$ cat config.mk
export PLATFORM = sky130hd
export DESIGN_NAME = bus_cycle_seq
export DESIGN_NICKNAME = d
export VERILOG_FILES = /design/src/rtl/bus_cycle_seq.sv
export SDC_FILE = /design/constraint.sdc
export NUM_CORES = 1
export LEC_CHECK = 0
export BUFFER_PORTS_ARGS = -buffer_cell sky130_fd_sc_hd__buf_2
export CAP_MARGIN = 20
export CORE_AREA = 2 2 80 82
export CTS_CLUSTER_DIAMETER = 30
export DETAILED_ROUTE_END_ITERATION = 8
export DIE_AREA = 0 0 82 84
export HOLD_SLACK_MARGIN = 0.02
export PLACE_DENSITY = 0.77
export SLEW_MARGIN = 20
export SYNTH_ARGS = -nofsm -noshare
export SYNTH_HDL_FRONTEND = slang
export SYNTH_SLANG_ARGS = --single-unit
$ cat constraint.sdc
create_clock -name clk -period 1.7 [get_ports clk]
set_input_delay 0.17 -clock clk [delete_from_list [all_inputs] [get_ports clk]]
set_output_delay 0.17 -clock clk [all_outputs]
set_load 0.005 [all_outputs]
$ cat src/rtl/bus_cycle_seq.sv
module bus_cycle_seq #(
  parameter int DW = 16
) (
  input  logic          clk,
  input  logic          rst_n,
  input  logic          req_valid,
  input  logic          req_write,
  input  logic          req_io,
  input  logic [1:0]    req_seg,
  input  logic [DW+3:0] req_addr,
  input  logic [DW-1:0] req_wdata,
  input  logic          int_en,
  input  logic          ready,
  input  logic [DW-1:0] ad_in,
  output logic [DW-1:0] ad_out,
  output logic          ad_oe,
  output logic [3:0]    a_hi,
  output logic          ale,
  output logic          mio,
  output logic          dtr,
  output logic          den,
  output logic          rd,
  output logic          wr,
  output logic          done,
  output logic          busy,
  output logic [DW-1:0] rdata
);
  localparam int AW = DW + 4;

  typedef enum logic [2:0] {S_IDLE, S_T1, S_T2, S_T3, S_TW, S_T4} st_t;
  st_t st;

  logic [AW-1:0] addr_q;
  logic [DW-1:0] wd_q;
  logic          wr_q, io_q, ie_q;
  logic [1:0]    seg_q;

  wire accept = req_valid && (st == S_IDLE || st == S_T4);
  wire mid    = (st == S_T3) || (st == S_TW);
  wire strobe = (st == S_T2) || mid;
  wire active = (st != S_IDLE);

  always_ff @(posedge clk) begin
    if (!rst_n) begin
      st     <= S_IDLE;
      addr_q <= '0;
      wd_q   <= '0;
      wr_q   <= 1'b0;
      io_q   <= 1'b0;
      ie_q   <= 1'b0;
      seg_q  <= '0;
      rdata  <= '0;
    end else begin
      if (accept) begin
        addr_q <= req_addr;
        wd_q   <= req_wdata;
        wr_q   <= req_write;
        io_q   <= req_io;
        ie_q   <= int_en;
        seg_q  <= req_seg;
      end
      if (mid && ready && !wr_q) rdata <= ad_in;
      case (st)
        S_IDLE:       st <= accept ? S_T1 : S_IDLE;
        S_T1:         st <= S_T2;
        S_T2:         st <= S_T3;
        S_T3, S_TW:   st <= ready ? S_T4 : S_TW;
        S_T4:         st <= accept ? S_T1 : S_IDLE;
        default:      st <= S_IDLE;
      endcase
    end
  end

  assign ale    = (st == S_T1);
  assign ad_oe  = ale || (wr_q && strobe);
  assign ad_out = ale ? addr_q[DW-1:0] : ((wr_q && strobe) ? wd_q : '0);
  assign a_hi   = ale ? addr_q[AW-1:DW] : (active ? {1'b0, ie_q, seg_q} : 4'b0);
  assign mio    = active && !io_q;
  assign dtr    = active && wr_q;
  assign den    = strobe;
  assign rd     = strobe && !wr_q;
  assign wr     = strobe && wr_q;
  assign done   = (st == S_T4);
  assign busy   = active;

  p_ale_quiet_r2: assert property (@(posedge clk) disable iff (!rst_n)
    ale |-> (!rd && !wr && !den && !done));
  p_s6_zero_r3: assert property (@(posedge clk) disable iff (!rst_n)
    (busy && !ale) |-> (a_hi[3] == 1'b0));
  p_status_hold_r3: assert property (@(posedge clk) disable iff (!rst_n)
    (den && $past(den)) |-> $stable(a_hi));
  p_wait_stretch_r4: assert property (@(posedge clk) disable iff (!rst_n)
    (den && !ale && $past(den) && !ready) |=> den);
  p_strobe_excl_r5: assert property (@(posedge clk) disable iff (!rst_n)
    !(rd && wr));
  p_done_follows_r7: assert property (@(posedge clk) disable iff (!rst_n)
    done |-> ($past(den) && !den && !ad_oe));
  p_done_single_r7: assert property (@(posedge clk) disable iff (!rst_n)
    done |=> !done);
endmodule

==> reports/results.txt, run 1 <==
Failing checks: setup timing
HPWL Detailed: 4.98 mm
Placed instance count: 501
Die height: 84 um
Routed length per placed instance: 14.3 um
CTS Buffer Depth: 2
Crit start category: register
Htree depth: 3
Max transition margin: 0.693
Flop and latch count out of synthesis: 60
Total global routing track utilization: 0.234
GPL Wtd Cong: 0.789
Rows: 29
CP endpoint kind: primary output
DRT antenna net count: 0
Total CTS buffers: 9
Final instance area: 3860 um^2
Clock root cell: clkbuf_8
Nets: 505
Avg Cell Area, Syn: 8.51 um^2
GR Overflow Total: 0
Setup-failing EPs final: 2
Max Freq: 580 MHz
CTS Sinks: 60
Post-CTS Hold Fix Bufs: 0
Hold Slack: 85.4 ps
First-pass GRT wire length: 12.7 mm
Total number of vias: 2,827
Largest net degree at the start of global routing: 42
Least-Margin Pin Slew: 460 ps
Die span in x: 82 um
Synth-to-layout area growth: 34.8%
Yosys warning count: 0
Peak supply drop: 0.000551 V
Post-synthesis sequential area ratio: 0.419
Hold Path Class: primary input to register
Worst skew pair latency: 320 ps
Diodes inserted: 0
Lkg Pwr: 1.69 nW
Non-Filler Instances: 525
Num ports: 106
Arr. time, crit path: 1560 ps
Share of post-route cells with drive strength above 1: 0.353
Hold Fails Final Rpt: 0
Dpl cell area: 3530 um^2
Critical path peak fanout: 7
Vias in the first global route: 2,768
Flop2flop setup slack: 120 ps
Post-Syn Area: 2870 um^2
Initial antenna violation count: 0
Place WS: 14.6 ps
Synth cell types: 32
Crit share post-route: 1.01
Core box area: 6100 um^2
Vias per Instance: 5.38
Final worst slack: -25.3 ps
DR iter-0 viols: 180
CTS tree: done
Setup CP Type: register to primary output
Status: finished, violations left
Pre-antenna DRT Iters: 4
DRC errors left: 0
IO buf count: 105
Tot Pwr: 3.74 mW
RSZ-0062 raised after global routing: true
Starting Density: 0.470
Final Max Slew Viols: 0
Syn Inst Count: 337
Die ar.: 6890 um^2
Fin Clk Skew: 7.18 ps
Clock slew at reported path FFs: 60 ps
Minimum clock period: 1730 ps
Power Dens Cells: 968 nW/um^2
Syn nets: 398
Critical Path RT: 1530 ps
Max Cap Viol: 0
Final wirelength: 7.53 mm
## cells in the mapped netlist
| master | count | share of area |
|---|---|---|
| buf_8 | 1 | 0.0052 |
| o21ai_1 | 37 | 0.065 |
| dfxtp_1 | 60 | 0.42 |
| inv_1 | 1 | 0.0013 |
| a21oi_1 | 17 | 0.030 |
| a21oi_4 | 1 | 0.0057 |
| xor2_2 | 1 | 0.0057 |
| a21boi_0 | 1 | 0.0026 |
| nand3_1 | 44 | 0.077 |
| buf_2 | 11 | 0.019 |
| buf_1 | 5 | 0.0065 |
| nand2_2 | 1 | 0.0022 |
| buf_4 | 2 | 0.0052 |
| mux2i_1 | 33 | 0.12 |
| nor2_1 | 2 | 0.0026 |
| a221o_1 | 1 | 0.0035 |
| a21boi_1 | 41 | 0.11 |
| clkbuf_1 | 13 | 0.017 |
| nor3b_1 | 3 | 0.0079 |
| nor2_2 | 1 | 0.0022 |
| nand2_1 | 37 | 0.048 |
| o21ai_2 | 1 | 0.0031 |
| o21ai_0 | 8 | 0.014 |
| and2_1 | 2 | 0.0044 |
| or3b_4 | 1 | 0.0039 |
| and3_1 | 1 | 0.0022 |
| nor2b_1 | 2 | 0.0044 |
| nand2b_1 | 3 | 0.0065 |
| xnor2_1 | 2 | 0.0061 |
| inv_2 | 2 | 0.0026 |
| inv_4 | 1 | 0.0022 |
| nand3b_1 | 1 | 0.0026 |
## repair_timing
action                     4_1_cts  5_1_grt
hold endpoints to repair         0        0
gates cloned                     2        0
gates resized for setup         17        6
setup endpoints to repair       19       16
setup buffers                    7        0
pin swaps                        3        2
## critical path, stage by stage (launching register included)
cell and delay, ps:
dfxtp_4 370, nor2_4 130, nand2_4 100, buf_6 140, inv_8 60, mux2i_1 200
a21oi_1 80, buf_2 130
## path summary, 6_finish.rpt
check / start / endpoint / cells after the start
max reg2reg: st[1]$_SDFF_PN0_ / rdata[8]$_SDFFE_PN0P_ / 5
min: ad_in[7] / rdata[7]$_SDFFE_PN0P_ / 3
min reg2reg: rdata[14]$_SDFFE_PN0P_ / rdata[14]$_SDFFE_PN0P_ / 2
max: st[2]$_SDFF_PN0_ / ad_out[9] / 7
## power breakdown
part	internal [mW]	switching, mW	total, mW	leakage, nW
sequential	1.53	0.0745	1.60	0.492
clock	0.596	0.501	1.10	0.0893
combinational	0.469	0.574	1.04	1.10
total	2.59	1.15	3.74	1.69
## per-stage QoR
step                setup TNS, ps   util
finish                      -28.7  0.634
global route                 -962  0.634
CTS                          -125  0.631
detailed placement              0  0.579
global placement                0  0.579
floorplan                       0      -
## per-layer routing
| layer | GRT usage | vias to the layer above | part of all wire |
|---|---|---|---|
| met1 | 0.294 | 1314 | 0.43 |
| met4 | 0.0924 | 0 | 0.018 |
| met3 | 0.0563 | 14 | 0.068 |
| met2 | 0.381 | 104 | 0.49 |
| met5 | 0 | - | 0 |
| li1 | - | 1395 | - |
## cell families after synthesis
group                  share of synthesized area
multiplexers                               0.115
AND/OR/NAND/NOR                            0.164
XOR/XNOR                                  0.0118
flip-flops                                 0.419
AO/OA/AOI/OAI                              0.230
buffers and inverters                     0.0594
## flip-flops by register name, indices dropped and copies added (netlist names)
signal  flops
addr_q     20
rdata      16
wd_q       16
st          3
seg_q       2
ie_q        1
io_q        1
wr_q        1
## cell usage in the layout (no fill, tap or decap), types with 2 or more instances in the layout
cell type	instances
clkbuf_8	11
o21ai_1	37
nor3b_1	2
buf_2	105
buf_6	4
clkbuf_1	2
a21boi_1	41
mux2i_1	32
nand2_1	37
a21oi_1	17
buf_12	7
inv_2	2
clkinv_2	2
buf_4	10
dfxtp_1	57
dfxtp_4	2
nand3_1	44
nand2b_1	3
o21ai_0	8
and2_1	2
nor2_1	2
## area by class of cell
class                   instances  area [um^2]
repair buffers                126          786
inverters                       4         27.5
clock buffers                  13          159
multi-input cells             241         1560
clock inverters                 2         10.0
fillers                       543         2230
flip-flops and latches         60         1210
repair inverters                2         20.0
well taps                      77         96.3
Note: power is estimated with default switching activity, not from simulation.
==> inputs of run 2 (changes only) <==
GPL_TIMING_DRIVEN = 0   (was default)
HOLD_SLACK_MARGIN = default   (was 0.02)
REMOVE_ABC_BUFFERS = 1   (was default)
==> run 2 against run 1 <==
The flow still finishes with violations (setup timing). Critical path depth decreased by 2. Clock-buffer cell count fell by 2. Sequential power hardly changed. Largest cell class unchanged. Largest power group unchanged.
==> reports/results.txt, run 2 (synthesis gave the netlist of run 1 again) <==
Status: finished, violations left
Failing checks: setup timing
Max Freq: 588 MHz (+1.5%)
Least-Margin Pin Slew: 661 ps (+201 ps)
Hold Path Class: primary input to register
Commonest non-fill, non-tap cell in the layout: buf_2
Total global routing track utilization: 0.221 (-0.0130)
Non-Filler Instances: 528 (+0.57%)
Flop pwr share: 0.380 (-0.048)
CP max-delay cell: dfxtp_4
Largest regs: addr_q (20), rdata (16), wd_q (16)
Initial antenna violation count: 0 (unchanged)
Peak supply drop: 0.000558 V (+1.2%)
Critical path peak fanout: 18 (+11)
HPWL Detailed: 4.73 mm (-5.0%)
Final Max Slew Viols: 0 (unchanged)
Nets: 507 (+0.40%)
Lkg Pwr: 1.73 nW (+2.7%)
Max Cap Viol: 0 (unchanged)
Total number of vias: 2,818 (-0.32%)
Max transition margin: 0.560 (-0.134)
Final wirelength: 7.65 mm (+1.6%)
Post-CTS Hold Fix Bufs: 0 (unchanged)
GPL Wtd Cong: 0.772 (-2.2%)
TNS Setup: -0.490 ps (+28.2 ps)
Die ar.: 6890 um^2 (unchanged)
Setup CP Type: register to primary output
Fin Clk Skew: 3.49 ps (-3.70 ps)
DR iter-0 viols: 103 (-43%)
Slowest stage delay, CP: 420 ps (+50 ps)
CTS Sinks: 60 (unchanged)
DRC errors left: 0 (unchanged)
Crit-path leading delay family: flip-flops
Combinational group share of total power: 0.263 (-0.016)
Crit-path cells: nor3b_4, o21ai_4, buf_12, a21oi_2, buf_2
Starting Density: 0.470 (unchanged)
Critical path buffer and inverter count: 2 (-1)
GR Overflow Total: 0 (unchanged)
CP endpoint kind: primary output
Reg2Reg Depth: 5 (unchanged)
Core box area: 6100 um^2 (unchanged)
Max reg flops: 20 (unchanged)
Worst skew pair latency: 320 ps (about the same)
Largest net degree at the start of global routing: 77 (+83%)
Htree depth: 3 (unchanged)
Pre-antenna DRT Iters: 4 (unchanged)
Die height: 84 um (unchanged)
Switching Fraction: 0.290 (-0.0168)
Diodes inserted: 0 (unchanged)
DRT antenna net count: 0 (unchanged)
Final worst slack: -0.490 ps (+24.8 ps)
RSZ-0062 raised after global routing: true
Rows: 29 (unchanged)
IO buf count: 105 (unchanged)
CTS tree: done
Num ports: 106 (unchanged)
CTS Buffer Depth: 2 (unchanged)
Arr. time, crit path: 1530 ps (-30 ps)
Place WS: -566 ps (-580 ps)
Hold Slack: 91.5 ps (+6.14 ps)
Clock root cell: clkbuf_8
Reg with most FFs: addr_q
Power Dens Cells: 1050 nW/um^2 (+8.7%)
Vias in the first global route: 2,677 (-3.3%)
Internal power: 3.01 mW (+16%)
Vias per Instance: 5.34 (-0.88%)
Crit share post-route: 1.00 (-0.0146)
Routed length per placed instance: 14.5 um (+1.0%)
Crit start category: register
Share of post-route cells with drive strength above 1: 0.388 (+0.0353)
Placed instance count: 493 (-1.6%)
Critical Path RT: 1530 ps (about the same)
Commonest non-fill, non-tap cells in the layout: buf_2 (104), dfxtp_1 (57), nand3_1 (44), a21boi_1 (41)
Setup-failing EPs final: 1 (-1)
Worst hold path stage count: 3 (unchanged)
Hold Fails Final Rpt: 0 (unchanged)
CP Depth: 5 (-2)
Minimum clock period: 1700 ps (-24.8 ps)
Clock slew at reported path FFs: 70 ps (about the same)
Clock power frac: 0.357 (+0.064)
Total CTS buffers: 9 (unchanged)
First-pass GRT wire length: 12.0 mm (-5.6%)
Die span in x: 82 um (unchanged)
Synth-to-layout area growth: 40.9%
Switching pwr: 1.23 mW (+7.3%)
[run 2: cell count changes in the layout (fill, tap and decap cells not counted), sizes merged]
cell and delta:
inv -1, bufinv +3, clkbuf -2, buf +3
[run 2: routing by layer]
metal  GRT usage  wire length, um  vias up
li1            -                -     1399
met4      0.0848              102        0
met3      0.0628              503       11
met1       0.271             3320     1321
met5           0                0        -
met2       0.362             3730       87
[run 2: through the flow]
stage / area [um^2] / power [mW] / util
after floorplan: 2710 / 2.12 / -
after global placement: 3340 / 2.41 / 0.547
after detailed placement: 3480 / 2.55 / 0.572
after CTS: 3910 / 4.17 / 0.641
after global routing: 4040 / 4.44 / 0.662
final: 4040 / 4.25 / 0.662
[run 2: path summary, 6_finish.rpt]
| check | start | to | slack [ps] |
|---|---|---|---|
| hold reg to reg | rdata[10]$_SDFFE_PN0P_ | rdata[10]$_SDFFE_PN0P_ | 460 |
| setup / recovery | st[2]$_SDFF_PN0_ | ad_out[10] | -0.5 |
| hold / removal | ad_in[2] | rdata[2]$_SDFFE_PN0P_ | 90 |
| setup reg to reg | st[2]$_SDFF_PN0_ | rdata[11]$_SDFFE_PN0P_ | 60 |
[run 2: cell type report]
class                           count  area (um^2)
Clock buffer                       11          131
Fill cell                         538         2060
Timing Repair Buffer              129          812
Clock inverter                      5          100
Timing Repair inverter              1         16.3
Sequential cell                    60         1210
Inverter                            4         27.5
Multi-Input combinational cell    241         1640
Tap cell                           77         96.3
[run 2: power by group through the flow]
stage | clock network [mW] | registers, mW | logic, mW
global route | 1.60 | 1.63 | 1.21
CTS | 1.53 | 1.61 | 1.03
global placement | 0 | 1.64 | 0.777
finish | 1.52 | 1.61 | 1.12
detailed placement | 0 | 1.65 | 0.901
floorplan | 0 | 1.62 | 0.497
[run 2: worst reg2reg max path, stage by stage (launching register included)]
cell and delay (ps):
dfxtp_4 420, buf_4 170, or3b_4 400, a21oi_4 180, buf_12 180, mux2i_1 210
[run 2: repair_timing]
item	CTS	global route
gates resized for setup	18	18
setup buffers	12	6
gates cloned	1	0
pin swaps	3	1
setup endpoints to repair	71	46
==> inputs of run 3 (changes only) <==
==> constraint.sdc (replaced) <==
create_clock -name clk -period 1.7 [get_ports clk]
set_input_delay 0.34 -clock clk [delete_from_list [all_inputs] [get_ports clk]]
set_output_delay 0.34 -clock clk [all_outputs]
set_load 0.005 [all_outputs]
==> run 3 against run 2 <==
The run still ends with setup timing left. Flip-flop and latch count is the same. Non-clock buffer count is 5 higher. Setup slack worse by 160 ps.
==> reports/results.txt, run 3 (synthesis gave the netlist of run 1 again) <==
Status: finished, violations left
Failing checks: setup timing
GR Overflow Total: 0 (unchanged)
Worst skew pair latency: 320 ps (about the same)
TNS Setup: -2680 ps (-2680 ps)
Least-Margin Pin Slew: 666 ps (+5.08 ps)
Die height: 84 um (unchanged)
HPWL Detailed: 4.73 mm (unchanged)
Peak supply drop: 0.000587 V (+5.2%)
IO buf count: 105 (unchanged)
DR iter-0 viols: 137 (+33%)
Starting Density: 0.470 (unchanged)
Largest regs: addr_q (20), rdata (16), wd_q (16)
CTS Buffer Depth: 2 (unchanged)
Max transition margin: 0.556 (-0.00338)
Rows: 29 (unchanged)
Arr. time, crit path: 1520 ps (about the same)
Max Freq: 537 MHz (-8.7%)
Worst hold path stage count: 3 (unchanged)
Minimum clock period: 1860 ps (+162 ps)
First-pass GRT wire length: 12.4 mm (+3.3%)
Commonest non-fill, non-tap cells in the layout: buf_2 (103), dfxtp_1 (57), nand3_1 (44), a21boi_1 (41), o21ai_1 (39)
CTS Sinks: 60 (unchanged)
Total number of vias: 2,880 (+2.2%)
Final wirelength: 7.90 mm (+3.3%)
Share of post-route cells with drive strength above 1: 0.414 (+0.0255)
Critical path buffer and inverter count: 2 (unchanged)
DRT antenna net count: 0 (unchanged)
Die span in x: 82 um (unchanged)
Synth-to-layout area growth: 43.8%
Pre-antenna DRT Iters: 4 (unchanged)
Final Max Slew Viols: 0 (unchanged)
Fin Clk Skew: 6.54 ps (+3.05 ps)
Crit-path leading delay family: flip-flops
Commonest non-fill, non-tap cell in the layout: buf_2
Total global routing track utilization: 0.229 (+0.00761)
Slowest stage delay, CP: 410 ps (about the same)
Nets: 513 (+1.2%)
Core box area: 6100 um^2 (unchanged)
Setup CP Type: register to primary output
Die ar.: 6890 um^2 (unchanged)
CTS tree: done
Crit share post-route: 1.10 (+0.0951)
Dpl cell area: 3480 um^2 (unchanged)
Diodes inserted: 0 (unchanged)
Clock slew at reported path FFs: 70 ps (about the same)
Htree depth: 3 (unchanged)
Hold Path Class: primary input to register
Vias per Instance: 5.39 (+1.1%)
CP max-delay cell: dfxtp_4
Vias in the first global route: 2,721 (+1.6%)
GPL Wtd Cong: 0.772 (unchanged)
Power Dens Cells: 1050 nW/um^2 (-0.16%)
Total CTS buffers: 9 (unchanged)
Final worst slack: -162 ps (-162 ps)
Hold Fails Final Rpt: 0 (unchanged)
CP Depth: 5 (unchanged)
Lkg Pwr: 1.76 nW (+1.9%)
Max Cap Viol: 0 (unchanged)
Final instance area: 4120 um^2 (+2.1%)
Initial antenna violation count: 0 (unchanged)
Num ports: 106 (unchanged)
DRC errors left: 0 (unchanged)
CP endpoint kind: primary output
Reg2Reg Depth: 8 (+3)
Reg with most FFs: addr_q
Crit start category: register
Clock root cell: clkbuf_8
Flop2flop setup slack: 90 ps (+30 ps)
Max reg flops: 20 (unchanged)
Tot Pwr: 4.33 mW (+1.9%)
Routed length per placed instance: 14.8 um (+2.1%)
Setup-failing EPs final: 22 (+21)
Critical path peak fanout: 18 (unchanged)
Crit-path cells: nor3b_4, o21ai_4, buf_12, a21oi_1, buf_2
Post-CTS Hold Fix Bufs: 0 (unchanged)
RSZ-0062 raised after global routing: true
Critical Path RT: 1360 ps (-170 ps)
Largest net degree at the start of global routing: 77 (unchanged)
-- run 3: cell types whose count changed in the layout (fill, tap and decap cells not counted), sizes merged --
cell | previous run | this run
buf | 129 | 134
clkinv | 3 | 2
inv | 4 | 6
-- run 3: final cells by class --
cell class | instances | area [um^2]
Fill cell | 520 | 1970
Multi-Input combinational cell | 241 | 1670
Sequential cell | 60 | 1210
Timing Repair Buffer | 134 | 860
Clock buffer | 11 | 131
Clock inverter | 5 | 100
Tap cell | 77 | 96.3
Inverter | 4 | 27.5
Timing Repair inverter | 2 | 25.0
-- run 3: metrics by stage --
stage | util | instances | setup WS, ps | hold slack [ps]
after global routing | 0.676 | 534 | -247 | 259
after global placement | 0.547 | 487 | -1900 | 439
after CTS | 0.658 | 530 | -151 | 249
after floorplan | - | 305 | -779 | 451
after detailed placement | 0.572 | 493 | -736 | 443
final | 0.676 | 534 | -162 | 260
-- run 3: final timing paths --
path / from / to
max: st[2]$_SDFF_PN0_ / ad_out[11]
min: ad_in[2] / rdata[2]$_SDFFE_PN0P_
min reg2reg: rdata[10]$_SDFFE_PN0P_ / rdata[10]$_SDFFE_PN0P_
max reg2reg: st[2]$_SDFF_PN0_ / addr_q[0]$_SDFFE_PN0P_
-- run 3: timing repair --
item                                    in CTS  in global routing
endpoints found under the hold margin        0                  0
pin swaps                                    4                  1
gates resized for setup                     30                 20
cloned                                       2                  0
endpoints found under the setup margin      72                 53
setup buffers                               19                  4
-- run 3: metal layers --
layer,wire [um],vias to the layer above,part of all wire,global-route usage
met2,3930,92,0.50,0.371
met1,3330,1365,0.42,0.282
li1,-,1412,-,-
met3,535,11,0.068,0.0660
met5,0,-,0,0
met4,110,0,0.014,0.0894
-- run 3: worst register-to-register path, cell delays in order (launching register included) --
cell      delay [ps]
dfxtp_4          410
buf_2            160
buf_4            160
xnor2_4          130
buf_6            130
buf_8            150
buf_6            170
nand3_1          100
a21boi_1         150
-- run 3: where the power goes --
part           switching [mW]  total, mW  internal [mW]
Combinational           0.638       1.20          0.565
Sequential             0.0893       1.62           1.53
Clock                   0.538       1.51          0.970
